### src/rtl/seg_loader_pkg.sv
package seg_loader_pkg;
  localparam int unsigned BYTE_W = 8;
  localparam int unsigned NIB_W  = 4;

  // Mirror the bits of one byte (bit 7 <-> bit 0).
  function automatic logic [BYTE_W-1:0] bit_rev8(input logic [BYTE_W-1:0] b);
    logic [BYTE_W-1:0] r;
    for (int i = 0; i < BYTE_W; i++) r[i] = b[BYTE_W-1-i];
    return r;
  endfunction
endpackage

### src/rtl/seg_nibble_packer.sv
module seg_nibble_packer
  import seg_loader_pkg::*;
(
  input  logic              clk,
  input  logic              rst_n,
  input  logic              clr,
  input  logic              wide,
  input  logic              take,
  input  logic [BYTE_W-1:0] din,
  output logic              byte_vld,
  output logic [BYTE_W-1:0] byte_q
);
  logic             phase;   // 1 = upper nibble already held
  logic [NIB_W-1:0] hi_nib;

  always_ff @(posedge clk or negedge rst_n) begin
    if (!rst_n) begin
      phase  <= 1'b0;
      hi_nib <= '0;
    end else if (clr) begin
      phase  <= 1'b0;
    end else if (take && !wide) begin
      phase <= ~phase;
      if (!phase) hi_nib <= din[NIB_W-1:0];
    end
  end

  always_comb begin
    byte_vld = take && (wide || phase);
    byte_q   = wide ? din : {hi_nib, din[NIB_W-1:0]};
  end


  nibble_pair_chk: assert property (@(posedge clk) disable iff (!rst_n)
    (take && !wide && !phase && !clr) |=> (phase || clr));
endmodule

### src/rtl/seg_group_ptr.sv
module seg_group_ptr #(
  parameter int unsigned NGROUPS = 10
) (
  input  logic                 clk,
  input  logic                 rst_n,
  input  logic                 clr,
  input  logic                 step,
  output logic [2*NGROUPS-1:0] slot_en,
  output logic                 full
);
  logic [NGROUPS-1:0] grp;
  logic               half;

  always_ff @(posedge clk or negedge rst_n) begin
    if (!rst_n) begin
      grp  <= NGROUPS'(1);
      half <= 1'b0;
    end else if (clr) begin
      grp  <= NGROUPS'(1);
      half <= 1'b0;
    end else if (step && !full) begin
      if (half) begin
        grp  <= grp << 1;
        half <= 1'b0;
      end else begin
        half <= 1'b1;
      end
    end
  end

  assign full = ~|grp;

  for (genvar g = 0; g < NGROUPS; g++) begin : g_slot
    assign slot_en[2*g]   = grp[g] & ~half;
    assign slot_en[2*g+1] = grp[g] &  half;
  end


  grp_onehot_chk: assert property (@(posedge clk) disable iff (!rst_n)
    $onehot0(grp));


  grp_hold_chk: assert property (@(posedge clk) disable iff (!rst_n)
    (!step && !clr) |=> $stable(grp));
endmodule

### src/rtl/seg_data_latch.sv
module seg_data_latch
  import seg_loader_pkg::*;
#(
  parameter int unsigned COLS = 160,
  localparam int unsigned NB = COLS / BYTE_W
) (
  input  logic              clk,
  input  logic              rst_n,
  input  logic              wr,
  input  logic              rev,
  input  logic [NB-1:0]     slot_en,
  input  logic [BYTE_W-1:0] byte_d,
  output logic [COLS-1:0]   latch_q
);
  // Slice s owns columns BYTE_W*s .. BYTE_W*s+7; it is written by slot s
  // when filling upward, or by slot NB-1-s when filling downward.
  for (genvar s = 0; s < NB; s++) begin : g_slice
    always_ff @(posedge clk or negedge rst_n) begin
      if (!rst_n) begin
        latch_q[BYTE_W*s +: BYTE_W] <= '0;
      end else if (wr) begin
        if (!rev && slot_en[s])
          latch_q[BYTE_W*s +: BYTE_W] <= bit_rev8(byte_d);
        else if (rev && slot_en[NB-1-s])
          latch_q[BYTE_W*s +: BYTE_W] <= byte_d;
      end
    end
  end
endmodule

### src/rtl/seg_line_loader.sv
module seg_line_loader
  import seg_loader_pkg::*;
#(
  parameter int unsigned COLS    = 160,
  parameter int unsigned GROUP_W = 16
) (
  input  logic              clk,
  input  logic              rst_n,
  input  logic [7:0]        din,
  input  logic              din_valid,
  output logic              din_ready,
  input  logic              wide_mode,
  input  logic              rev_dir,
  input  logic              lp,
  input  logic              casc_a_n_i,
  input  logic              casc_b_n_i,
  output logic              casc_a_n_o,
  output logic              casc_b_n_o,
  input  logic              disp_off_n,
  output logic [COLS-1:0]   line_q
);
  localparam int unsigned NB = COLS / BYTE_W;
  localparam int unsigned NG = COLS / GROUP_W;

  logic              lp_d, lp_fall, casc_in_n, casc_out_n, full, take, byte_vld;
  logic [NB-1:0]     slot_en;
  logic [BYTE_W-1:0] byte_q;
  logic [COLS-1:0]   latch_q;

  always_ff @(posedge clk or negedge rst_n) begin
    if (!rst_n) lp_d <= 1'b0;
    else        lp_d <= lp;
  end

  always_comb begin
    lp_fall    = lp_d & ~lp;
    casc_in_n  = rev_dir ? casc_b_n_i : casc_a_n_i;
    din_ready  = ~casc_in_n & ~full & ~lp_fall;
    take       = din_valid & din_ready;
    casc_out_n = ~full;
    casc_a_n_o = rev_dir ? casc_out_n : 1'b1;
    casc_b_n_o = rev_dir ? 1'b1 : casc_out_n;
  end

  seg_nibble_packer u_pack (
    .clk(clk), .rst_n(rst_n), .clr(lp_fall), .wide(wide_mode), .take(take),
    .din(din), .byte_vld(byte_vld), .byte_q(byte_q)
  );

  seg_group_ptr #(.NGROUPS(NG)) u_ptr (
    .clk(clk), .rst_n(rst_n), .clr(lp_fall), .step(byte_vld),
    .slot_en(slot_en), .full(full)
  );

  seg_data_latch #(.COLS(COLS)) u_latch (
    .clk(clk), .rst_n(rst_n), .wr(byte_vld), .rev(rev_dir),
    .slot_en(slot_en), .byte_d(byte_q), .latch_q(latch_q)
  );

  always_ff @(posedge clk or negedge rst_n) begin
    if (!rst_n)          line_q <= '0;
    else if (!disp_off_n) line_q <= '0;
    else if (lp_fall)    line_q <= latch_q;
  end


  no_load_after_full_chk: assert property (@(posedge clk) disable iff (!rst_n)
    full |-> !din_ready);


  casc_hold_chk: assert property (@(posedge clk) disable iff (!rst_n)
    (!casc_out_n && !lp_fall) |=> !casc_out_n);


  dispoff_clear_chk: assert property (@(posedge clk) disable iff (!rst_n)
    !disp_off_n |=> (line_q == '0));


  line_stable_chk: assert property (@(posedge clk) disable iff (!rst_n)
    (disp_off_n && !lp_fall) |=> $stable(line_q));


  no_take_on_edge_chk: assert property (@(posedge clk) disable iff (!rst_n)
    lp_fall |-> !take);
endmodule

### config.mk
export PLATFORM = sky130hd
export DESIGN_NAME = seg_line_loader
export DESIGN_NICKNAME = d
export VERILOG_FILES = /design/src/rtl/seg_loader_pkg.sv /design/src/rtl/seg_nibble_packer.sv /design/src/rtl/seg_group_ptr.sv /design/src/rtl/seg_data_latch.sv /design/src/rtl/seg_line_loader.sv
export SDC_FILE = /design/constraint.sdc
export NUM_CORES = 1
export LEC_CHECK = 0
export ABC_CLOCK_PERIOD_IN_PS = 3000
export BUFFER_PORTS_ARGS = -buffer_cell sky130_fd_sc_hd__buf_2
export CELL_PAD_IN_SITES_DETAIL_PLACEMENT = 1
export CELL_PAD_IN_SITES_GLOBAL_PLACEMENT = 1
export CORE_AREA = 8 8 234 180
export CTS_BUF_LIST = sky130_fd_sc_hd__clkbuf_2 sky130_fd_sc_hd__clkbuf_4 sky130_fd_sc_hd__clkbuf_8
export DETAILED_ROUTE_END_ITERATION = 8
export DIE_AREA = 0 0 242 188
export PLACE_DENSITY = 0.85
export SLEW_MARGIN = 40
export SYNTH_ARGS = -nofsm -noshare
export SYNTH_HDL_FRONTEND = slang
export SYNTH_HIERARCHICAL = 1
export SYNTH_SLANG_ARGS = --single-unit
export TNS_END_PERCENT = 1
### constraint.sdc
create_clock -name clk -period 3 [get_ports clk]
set_input_delay 0.15 -clock clk [delete_from_list [all_inputs] [get_ports clk]]
set_output_delay 0.15 -clock clk [all_outputs]
set_load 0.01 [all_outputs]
Word level (Yosys, flattened, before mapping)
Cells that the tools add are included.

word-level totals
  bits in registers = 337
  bits of input ports = 17
  output and inout port bits = 163
  logic and storage cells = 202

operators by class
  eq/ne operators = 1
  muxes and demuxes = 54
  bitwise logic cells = 29
  reductions and logical operators = 92

operator list
  operator            count
  $mux 8              41
  $mux 160            2
  $reduce_bool 2->1   23
  $logic_and 1x1->1   43
  $reduce_and 2->1    21
  $mux 10             3
  $and 1x1->1         24
  $reduce_or 10->1    1
  $mux 1              8
  $not 1->1           5
  $reduce_and 3->1    1
  $logic_not 1->1     2
  $ne 2x1->1 const B  1
  $logic_or 1x1->1    1

Logic depth before layout (Yosys ltp)
  depth in word-level cells = 9
  mapped depth = 9
  gate-level depth less buffers = 8

Cells and area by module
The synthesis kept the hierarchy.

modules (own cells, without submodules)
  module             instances  cells each  area an instance (sq um)  sequential area each (sq um)
  seg_data_latch     1          598         8,795.9                   4,003.8
  seg_line_loader    1          701         7,231.9                   4,028.9
  seg_group_ptr      1          77          660.6                     276.5
  seg_nibble_packer  1          23          309.0                     125.1

Worst setup path before layout
Ideal clock, no wire load.

  kind = flip-flop to flip-flop
  from = register u_ptr.grp[0]
  to = register u_latch.latch_q[16]
  library setup time = 125 ps
  arrival = 2,468 ps
  data required time = 2,875 ps
  setup slack = 406 ps
  stages on the path, launching flop included = 9
  path buffers = 1
  period minus slack after synthesis = 2,594 ps
  path through = dfstp_2 nor4_4 nand3_1 inv_1 nor4b_1 o21a_1 clkbuf_1 a21boi_4 mux2_4

on the way
  word-level cells in the longest chain between the ends = 6

ends and longest elaborated chain
  item                             RTL line                 RTL
  from (decl)                      seg_group_ptr.sv:11      logic [NGROUPS-1:0] grp;
  from (signal assigned)           seg_group_ptr.sv:23      grp <= grp << 1;
  $reduce_or 10->1                 seg_group_ptr.sv:31      assign full = ~|grp;
  $and 1x1->1 (2 in series)        seg_line_loader.sv:38    din_ready = ~casc_in_n & ~full & ~lp_fall;
  $and 1x1->1                      seg_line_loader.sv:39    take = din_valid & din_ready;
  named net take                   seg_line_loader.sv:25    logic lp_d, lp_fall, casc_in_n, casc_out_n, full, take, byte_vld;
  $logic_and 1x1->1                seg_nibble_packer.sv:29  byte_vld = take && (wide || phase);
  named net byte_vld               seg_line_loader.sv:25
  $reduce_and 2->1 (no line)       --
  to (signal, indexed assignment)  seg_data_latch.sv:23     latch_q[BYTE_W*s +: BYTE_W] <= bit_rev8(byte_d);
  to (signal, indexed assignment)  seg_data_latch.sv:25     latch_q[BYTE_W*s +: BYTE_W] <= byte_d;
  to (decl)                        seg_data_latch.sv:13     output logic [COLS-1:0] latch_q

The timed path passes the listed nets, and every way through them passes these cells.
A chain may end at the register's enable or synchronous reset.

Worst setup path in the final report
  from = register u_ptr.grp[0]
  to = register u_latch.latch_q[108]

Same word-level chain as after synthesis.

==> results.ini <==
[run_status]
status = finished clean

[clock_tree]
cts-root-buf = clkbuf_8
cts_buffers = 56
clk_path_buf_depth = 3
cts_tree = done
clk_pin_slew_ns = 0.06
cts.sinks = 337
cts_htree_levels = 2
clkLatencyLatePin_ns = 0.62

[placement]
post-dp-hpwl_um = 27760
gp_congestion = 0.7871
port_buffers = 179

[power]
power_density_nw_per_um2 = 580.3
leakage_uw = 0.009149
vdd.ir_drop.worst_uv = 268.6

[floorplanning]
start_util = 0.4401
die_w_um = 242
pin_count = 180
core_area_um2 = 38620
rows = 63
die-area_um2 = 45500
die_y_um = 188

[synth]
synth_edf_count = 0
synth_flop_cell = dfrtp_1
synth_top_family_by_area = multiplexers
synth_compound_area_frac = 0.02731
async_flop_share = 1.000
ys_types = 36
synth_xor_area_frac = 0.0005153
synth_cells = 1399
synthMuxAreaShare = 0.3166
yosys.area_share.adder = 0
netlist_area_um2 = 17000
syn_area_per_cell_um2 = 12.15
ys_seq_elements = 337
yosys.area_share.simple = 0.1123
synth_warnings = 6
synth_fp_nets = 1416
synth_seq_area_share = 0.4962

[critical_path]
crit_path_end_kind = flop
slowest_delay_ns = 0.59
r2r-end = u_latch/latch_q[108]
cp-endpoint = u_latch/latch_q[108]
cp_num_buf_inv = 2
cp_data_required_time_ns = 3.48
cp-startpoint = u_ptr/grp[0]
r2r-start = u_ptr/grp[0]
path_cells = nor4_4 -> nand3_1 -> inv_1 -> nor4b_2 -> o21a_1 -> buf_4 -> a21boi_4 -> mux2_2
critical_path_depth = 8
cp_max_fo = 8
crit_family = compound AO/OA/AOI/OAI gates
crit_type = reg2reg
startpoint_type = flop
critPathArrivalTime_ns = 3.22
r2r_setup_slack_ns = 0.27
reg2reg_depth = 8
cp_slowest_cell = dfstp_2

[grt]
grt_pass1_wl_um = 71220
top_usage_layer = met2
gr-usage-all-layers = 0.1913
grt_max_degree = 94
met3_usage = 0.03668
use_met2 = 0.2883
grt_pass1_vias = 12270
grt.overflow.total = 0
use_met1 = 0.2782
antenna_found_initial = 1

[timing]
clock.fmax_mhz = 365.7
rsz0062_at_grt = no
slew_violations = 0
layout_min_cycle_time_ns = 2.734
timing.final.crit_share = 0.9114
slew_headroom = 0.5070
setup_tns_ns = 0
finalHoldViolations = 0
setup_viol = 0
skew_ns = 0.02149
tightest_slew_ns = 0.7395

[routing]
ant_nets = 0
drt_iter0_drc = 629
wl_per_cell_um = 20.89
routed_wl_um = 43860
drt_pre_antenna_iters = 5
drc = 0
vias = 11020
vias_per_cell = 5.249

[final_layout]
nNetsFinal = 1555
fin_util = 0.5002
final_common_cell = nand2_1
final_cell_mix = nand2_1 (354), dfrtp_1 (336), mux2_2 (302)
drive_gt1_frac = 0.4269
area_growth_syn_to_layout_pct = 13.65

[hold_path]
hp-start = disp_off_n
holdCritPathClass = in2reg

[flow_run]
max-cap-violations = 0

==> Yosys cell counts, types with 2 or more instances <==
cell | n | share of area
and2_1 | 11 | 0.0040
inv_1 | 2 | 0.00044
nor2_1 | 4 | 0.00088
nand2_4 | 2 | 0.0013
mux2i_1 | 160 | 0.094
nor4_4 | 2 | 0.0025
nand2_1 | 354 | 0.078
a211oi_1 | 2 | 0.00088
mux2_4 | 20 | 0.018
buf_2 | 37 | 0.011
a21boi_4 | 20 | 0.022
mux2_2 | 306 | 0.20
a21oi_1 | 10 | 0.0029
nand2b_1 | 3 | 0.0011
clkbuf_1 | 39 | 0.0086
dfrtp_1 | 336 | 0.49
buf_6 | 31 | 0.021
nand2b_4 | 18 | 0.015
nor2b_1 | 10 | 0.0037
or3b_1 | 2 | 0.0010
buf_4 | 13 | 0.0057
mux2_1 | 3 | 0.0020
==> how the worst min path moves through the flow <==
stage | to | slack, ns | cells past startpoint
global route | line_q[2] | 0.14 | 3
detailed placement | line_q[129] | 0.21 | 1
finish | line_q[154] | 0.13 | 3
CTS | line_q[150] | 0.1 | 3
floorplan | line_q[0] | -0.15 | 0
global placement | line_q[131] | 0.21 | 1
==> registers in the layout, indices dropped and copies added (netlist names) <==
name	cells
line_q	160
lp_d	1
u_ptr/grp	10
u_pack/hi_nib	4
u_pack/phase	1
u_latch/latch_q	160
u_ptr/half	1
==> logic make-up after synthesis <==
| group | count (synthesis) |
|---|---|
| AND/OR/NAND/NOR | 414 |
| AO/OA/AOI/OAI | 35 |
| buffers and inverters | 123 |
| multiplexers | 489 |
| flip-flops | 337 |
| XOR/XNOR | 1 |
==> worst min-delay path, stage by stage <==
cell and delay [ns]:
clkbuf_8 0.33, nand2_1 0.15, mux2i_1 0.06
==> where the power goes <==
part           internal, uW  total, uW  switching (uW)
sequential             4880       5110             232
combinational           740       1600             858
clock                  2610       4500            1890
==> layer usage <==
layer  up-vias  share of wire  routed length (um)
met4         0          0.018                 792
met2       230           0.45               19790
li1       5023              -                   -
met1      5716           0.49               21460
met5         -              0                   0
met3        54          0.041                1817
==> through the flow <==
stage	area, um2	power, uW	cells	hold WS, ns	worst slack (ns)
6_report	19320	11210	2100	0.1347	0.2657
5_1_grt	19320	11700	2100	0.1391	0.03730
3_5_place_dp	18040	6795	1998	0.2107	0.1635
2_1_floorplan	17000	6247	1399	-0.1456	0.4065
4_1_cts	19300	11350	2099	0.09507	0.1381
3_3_place_gp	18020	6687	1998	0.2053	0.3138
==> area by class of cell <==
class	count	area [um2]
tap	520	650.6
clock inverter	9	125.1
sequential	337	8434
antenna	1	2.502
multi-input combinational	939	7785
timing repair buffer	202	1194
clock buffer	90	1120
fill	4076	19310
inverter	2	7.507
==> what timing repair did <==
item	CTS	global route
buffers inserted	0	0
hold buffers	2	0
resized for setup	0	1
hold endpoints to repair	74	0
endpoints found under the setup margin	0	127
(Power assumes the default switching activity.)
